## src/rtl/zrun_pkg.sv

```systemverilog
package zrun_pkg;
    typedef enum logic [1:0] {
        S_PASS  = 2'd0,
        S_COUNT = 2'd1,
        S_RUN   = 2'd2
    } zrun_state_t;
endpackage

```

## src/rtl/zrun_count.sv

```systemverilog
module zrun_count #(
    parameter int W = 8
) (
    input  logic         clk,
    input  logic         rst_n,
    input  logic         load,
    input  logic [W-1:0] load_val,
    input  logic         load_last,
    input  logic         step,
    output logic         is_one,
    output logic         run_last
);
    logic [W-1:0] remain;

    always_ff @(posedge clk) begin
        if (!rst_n) begin
            remain   <= '0;
            run_last <= 1'b0;
        end else if (load) begin
            remain   <= load_val;
            run_last <= load_last;
        end else if (step) begin
            remain   <= remain - W'(1);
        end
    end

    assign is_one = (remain == W'(1));

    // a zero is never taken from an empty run
    p_no_underflow_r3: assert property (@(posedge clk) disable iff (!rst_n)
        step |-> remain != '0);
endmodule

```

## src/rtl/zrun_slot.sv

```systemverilog
module zrun_slot #(
    parameter int W = 8
) (
    input  logic         clk,
    input  logic         rst_n,
    input  logic         load,
    input  logic [W-1:0] load_data,
    input  logic         load_last,
    input  logic         out_ready,
    output logic         out_valid,
    output logic [W-1:0] out_data,
    output logic         out_last,
    output logic         free
);
    assign free = !out_valid || out_ready;

    always_ff @(posedge clk) begin
        if (!rst_n) begin
            out_valid <= 1'b0;
            out_data  <= '0;
            out_last  <= 1'b0;
        end else if (load) begin
            out_valid <= 1'b1;
            out_data  <= load_data;
            out_last  <= load_last;
        end else if (out_ready) begin
            out_valid <= 1'b0;
        end
    end

    // a stalled beat is held unchanged
    p_hold_r8: assert property (@(posedge clk) disable iff (!rst_n)
        (out_valid && !out_ready) |=> (out_valid && $stable(out_data) && $stable(out_last)));
endmodule

```

## src/rtl/zrun_expand.sv

```systemverilog
module zrun_expand #(
    parameter int          DATA_W   = 8,
    parameter logic [7:0]  ESC_CODE = 8'h55
) (
    input  logic              clk,
    input  logic              rst_n,
    input  logic [DATA_W-1:0] in_data,
    input  logic              in_valid,
    input  logic              in_last,
    output logic              in_ready,
    output logic [DATA_W-1:0] out_data,
    output logic              out_valid,
    output logic              out_last,
    input  logic              out_ready,
    output logic              fmt_err
);
    import zrun_pkg::*;

    localparam logic [DATA_W-1:0] ESC = DATA_W'(ESC_CODE);

    zrun_state_t       state, nxt;
    logic              free, acc;
    logic              ld, ld_last, cnt_load, cnt_step, err_set;
    logic [DATA_W-1:0] ld_data;
    logic              is_one, run_last;

    zrun_slot #(.W(DATA_W)) u_slot (
        .clk       (clk),
        .rst_n     (rst_n),
        .load      (ld),
        .load_data (ld_data),
        .load_last (ld_last),
        .out_ready (out_ready),
        .out_valid (out_valid),
        .out_data  (out_data),
        .out_last  (out_last),
        .free      (free)
    );

    zrun_count #(.W(DATA_W)) u_count (
        .clk       (clk),
        .rst_n     (rst_n),
        .load      (cnt_load),
        .load_val  (in_data - DATA_W'(1)),
        .load_last (in_last),
        .step      (cnt_step),
        .is_one    (is_one),
        .run_last  (run_last)
    );

    assign in_ready = (state != S_RUN) && free;
    assign acc      = in_valid && in_ready;

    always_ff @(posedge clk) begin
        if (!rst_n) begin
            state   <= S_PASS;
            fmt_err <= 1'b0;
        end else begin
            state <= nxt;
            if (err_set) fmt_err <= 1'b1;
        end
    end

    always_comb begin
        nxt      = state;
        ld       = 1'b0;
        ld_data  = '0;
        ld_last  = 1'b0;
        cnt_load = 1'b0;
        cnt_step = 1'b0;
        err_set  = 1'b0;
        unique case (state)
            S_PASS: begin
                if (acc) begin
                    if (in_data == ESC) begin
                        if (in_last) err_set = 1'b1;
                        else         nxt     = S_COUNT;
                    end else begin
                        ld      = 1'b1;
                        ld_data = in_data;
                        ld_last = in_last;
                    end
                end
            end
            S_COUNT: begin
                if (acc) begin
                    ld  = 1'b1;
                    nxt = S_PASS;
                    if (in_data == '0) begin
                        ld_data = ESC;
                        ld_last = in_last;
                    end else if (in_data == DATA_W'(1)) begin
                        ld_last = in_last;
                        err_set = 1'b1;
                    end else begin
                        cnt_load = 1'b1;
                        nxt      = S_RUN;
                    end
                end
            end
            S_RUN: begin
                if (free) begin
                    ld       = 1'b1;
                    cnt_step = 1'b1;
                    ld_last  = run_last && is_one;
                    if (is_one) nxt = S_PASS;
                end
            end
            default: nxt = S_PASS;
        endcase
    end

    // a literal is the next byte presented
    p_literal_r2: assert property (@(posedge clk) disable iff (!rst_n)
        (acc && state == S_PASS && in_data != ESC) |=> (out_valid && out_data == $past(in_data)));

    // only zeros leave while a run is active
    p_run_zero_r3: assert property (@(posedge clk) disable iff (!rst_n)
        (state == S_RUN && out_valid) |-> out_data == '0);

    // an escape that ends the stream flags an error
    p_lone_esc_r6: assert property (@(posedge clk) disable iff (!rst_n)
        (acc && state == S_PASS && in_data == ESC && in_last) |=> fmt_err);

    // the error flag never clears
    p_err_sticky_r10: assert property (@(posedge clk) disable iff (!rst_n)
        fmt_err |=> fmt_err);
endmodule

```

## config.mk

```make
export PLATFORM = sky130hd
export DESIGN_NAME = zrun_expand
export DESIGN_NICKNAME = d
export VERILOG_FILES = /design/src/rtl/zrun_pkg.sv /design/src/rtl/zrun_count.sv /design/src/rtl/zrun_slot.sv /design/src/rtl/zrun_expand.sv
export SDC_FILE = /design/constraint.sdc
export NUM_CORES = 1
export LEC_CHECK = 0
export BUFFER_PORTS_ARGS = -buffer_cell sky130_fd_sc_hd__buf_2
export CAP_MARGIN = 10
export CORE_MARGIN = 2
export CORE_UTILIZATION = 45
export CTS_CLUSTER_DIAMETER = 80
export CTS_CLUSTER_SIZE = 10
export DETAILED_ROUTE_END_ITERATION = 12
export GPL_TIMING_DRIVEN = 1
export HOLD_SLACK_MARGIN = 0.03
export PLACE_DENSITY = 0.67
export SYNTH_ARGS = -nofsm -noshare
export SYNTH_HDL_FRONTEND = slang
export SYNTH_SLANG_ARGS = --single-unit
```

## constraint.sdc

```tcl
create_clock -name clk -period 2.8 [get_ports clk]
set_input_delay 0 -clock clk [delete_from_list [all_inputs] [get_ports clk]]
set_output_delay 0 -clock clk [all_outputs]
set_load 0.02 [all_outputs]
```

==> flow_summary.toml <==
[global_route]
grt_pass1_wl_microns = 4968
grt-ovfl-total = 0
grt_pass1_vias = 1113
antenna_found_initial = 0
groute.usage.overall_pct = 19.14
grt_start_max_net_pins = 31

[sta]
finalCritPeriodShare_pct = 71.44
max_freq_ghz = 0.4999
fin_hold_ws_ns = 0.04581
finalHoldViolations = 0
slew_headroom_pct = 66.83
setup_slack_ns = 0.7996
slew_violations = 0
fin_crit_ns = 2.000
worst_slew_pin_slew_ns = 0.4965
setup_tns_ns = 0
setup_violations = 0
skew_ns = 0.005186
rsz0062_at_grt = "false"

[layout]
final_area_sq_um = 1490
layout-drive-gt1-share_pct = 19.55
area_growth_pct = 15.97
fin_nets = 198
final_cells = 210
num_antenna_cells = 0

[synth]
synth_nets = 171
yosysWarnings = 0
synth_compound_gate_area_share_pct = 16.75
synth_ff_type = "dfxtp_1"
yosys.area_share.adder_pct = 3.895
synthSimpleGateAreaFrac_pct = 34.76
synth_most_common_cell = "dfxtp_1"
syn_avg_cell_area_sq_um = 8.344
postSynthRegisterBits = 22
async_flop_share_pct = 0
yosysTopAreaCell = "dfxtp_1"
synth.area.mux_share_pct = 0.7790
synth_edf_count = 0
yosys-top-cells-count = "22 x dfxtp_1, 19 x nand3_1, 10 x nand2_1, 10 x nor2_1, 10 x nor2b_1"
ys_types = 40
synth_top_family_by_area = "simple AND/OR/NAND/NOR gates"
synth_area_leaders = "dfxtp_1 34%, nand3_1 7.4%, xnor2_1 5.5%"
synth_top_area_share_pct = 34.27
seq_area_frac_synth_pct = 34.27
netlist_area_sq_um = 1285
synth_xor_area_share_pct = 5.453
syn_inst = 154

[clocking]
clkTransAtPathRegs_ns = 0.12
cts_sinks = 22
clk_path_buf_depth = 2
numCtsBuffers = 3
cts_tree = "done"
post_cts_buffers = 0
cts_resized = 0
insertion_delay_ns = 0.31
root_buffer = "clkbuf_4"
htreeDepth = 1

[critical_path]
crit_arrival_ns = 2.26
crit_path_max_fanout = 6
cp-start-kind = "primary input"
cp_data_required_time_ns = 3.06
critPathCaptureType = "flip-flop"
critical_path_class = "primary input to flip-flop"

[placement]
dp_cells = 202
gp_congestion = 0.8702
place_area_sq_um = 1418
hpwl_microns = 2133
portBuffers = 24
dpl_worst_slack_ns = 1.036

[floorplan]
die_x_microns = 57.44
num_io_pins = 25
die_y_microns = 57.44
coreArea_sq_um = 2734
fp-row-count = 19
initial_core_util_pct = 47.00
dieArea_sq_um = 3299

[drt]
dr.pass1.iters = 4
postRouteAntennaNets = 0
wl_per_cell_microns = 14.10
routed_wl_microns = 2961
vias_per_cell = 5.681
drtIter0Drc = 42
dr_total_vias = 1193
post-route-drc-count = 0

[power_and_ir_drop]
cellPowerDensity_nw_per_um2 = 381.2
pwr-share-clk_pct = 25.8
p_sw_mw = 0.1588
power_frac_comb_pct = 16.8
intPower_mw = 0.4093
pwr-share-seq_pct = 57.4
p_leak_nw = 0.6420
p_sw_share_pct = 27.95
vdd_drop_max_mv = 0.3231

[run]
cap_violations = 0

[min_path]
hold_path.class = "primary input to flip-flop"

[outcome]
status = "completed"
[state kept, by name, summed over array words and instances (netlist names)]
name / cells
fmt_err: 1
u_slot.out_valid: 1
u_count.remain: 8
u_count.run_last: 1
state: 2
u_slot.out_last: 1
u_slot.out_data: 8
[worst max-delay path, cell delays in order]
cell and delay [ns]:
dlygate4sd3_1 0.54, buf_2 0.16, inv_1 0.06, ha_1 0.21
or3b_4 0.41, or3_4 0.35, or4_4 0.44, nand3_1 0.10
[stage by stage]
step | util [%] | total power [mW]
floorplan | - | 0.3895
global placement | 51.85 | 0.4209
detailed placement | 51.85 | 0.4225
CTS | 54.51 | 0.5711
global route | 54.51 | 0.5901
finish | 54.51 | 0.5681
[power groups by stage]
stage,Combinational [mW],Sequential [mW],Clock (mW)
after global routing,0.104,0.327,0.158
after global placement,0.0876,0.333,0
after floorplan,0.0446,0.345,0
after detailed placement,0.0892,0.333,0
after CTS,0.0949,0.326,0.150
final,0.0953,0.326,0.147
[per-layer routing]
metal / share of wire, % / routed length, microns / GRT usage, % / vias up
met5: 0 / 0 / 0 / -
met4: 1.0 / 31 / 5.980 / 0
met3: 2.2 / 66 / 2.721 / 4
met2: 50 / 1466 / 33.28 / 14
met1: 47 / 1397 / 24.33 / 566
li1: - / - / - / 609
[final timing paths]
| kind | slack [ns] | startpoint | cells after the start | to |
|---|---|---|---|---|
| worst max register to register | 1.12 | state[1] | 5 | u_count.remain[7] |
| worst max-delay path | 0.80 | in_data[0] | 8 | u_slot.out_data[6] |
| worst min register to register | 0.47 | state[1] | 1 | state[0] |
| worst min-delay path | 0.05 | in_data[3] | 3 | u_slot.out_data[3] |
[logic make-up (layout without fill, tap and decap cells)]
logic type,Yosys count,count (layout)
and+or+nand+nor,76,76
xor gates and xnor gates,8,8
AOI/OAI and AO/OA,30,30
muxes,1,1
adders and majority gates,4,4
buffers and inverters,13,38
DFF,22,22
[cell usage in the layout, fill, tap and decap left out, drive strengths merged, types with 3 or more instances in the layout]
| cell type | instances |
|---|---|
| a21oi | 5 |
| a22oi | 4 |
| buf | 25 |
| clkbuf | 3 |
| dfxtp | 22 |
| dlygate4sd3 | 5 |
| ha | 4 |
| inv | 5 |
| nand2 | 10 |
| nand3 | 19 |
| nor2 | 10 |
| nor2b | 10 |
| nor3 | 5 |
| nor3b | 4 |
| nor4 | 3 |
| o211a | 5 |
| o21a | 3 |
| o21ai | 5 |
| xnor2 | 8 |
[what timing repair did]
action                                 in CTS  in global routing
hold buffers                                5                  0
setup endpoints to repair                   0                  0
endpoints found under the hold margin       5                  0
[area by class of cell]
class                           count  area, sq um
Tap cell                           31        38.79
Inverter                            5        18.77
Multi-Input combinational cell    119        792.0
Timing Repair Buffer               30        177.7
Sequential cell                    22        440.4
Clock buffer                        3        22.52
Fill cell                         262         1244
Note: power is estimated with default switching activity, not from simulation.
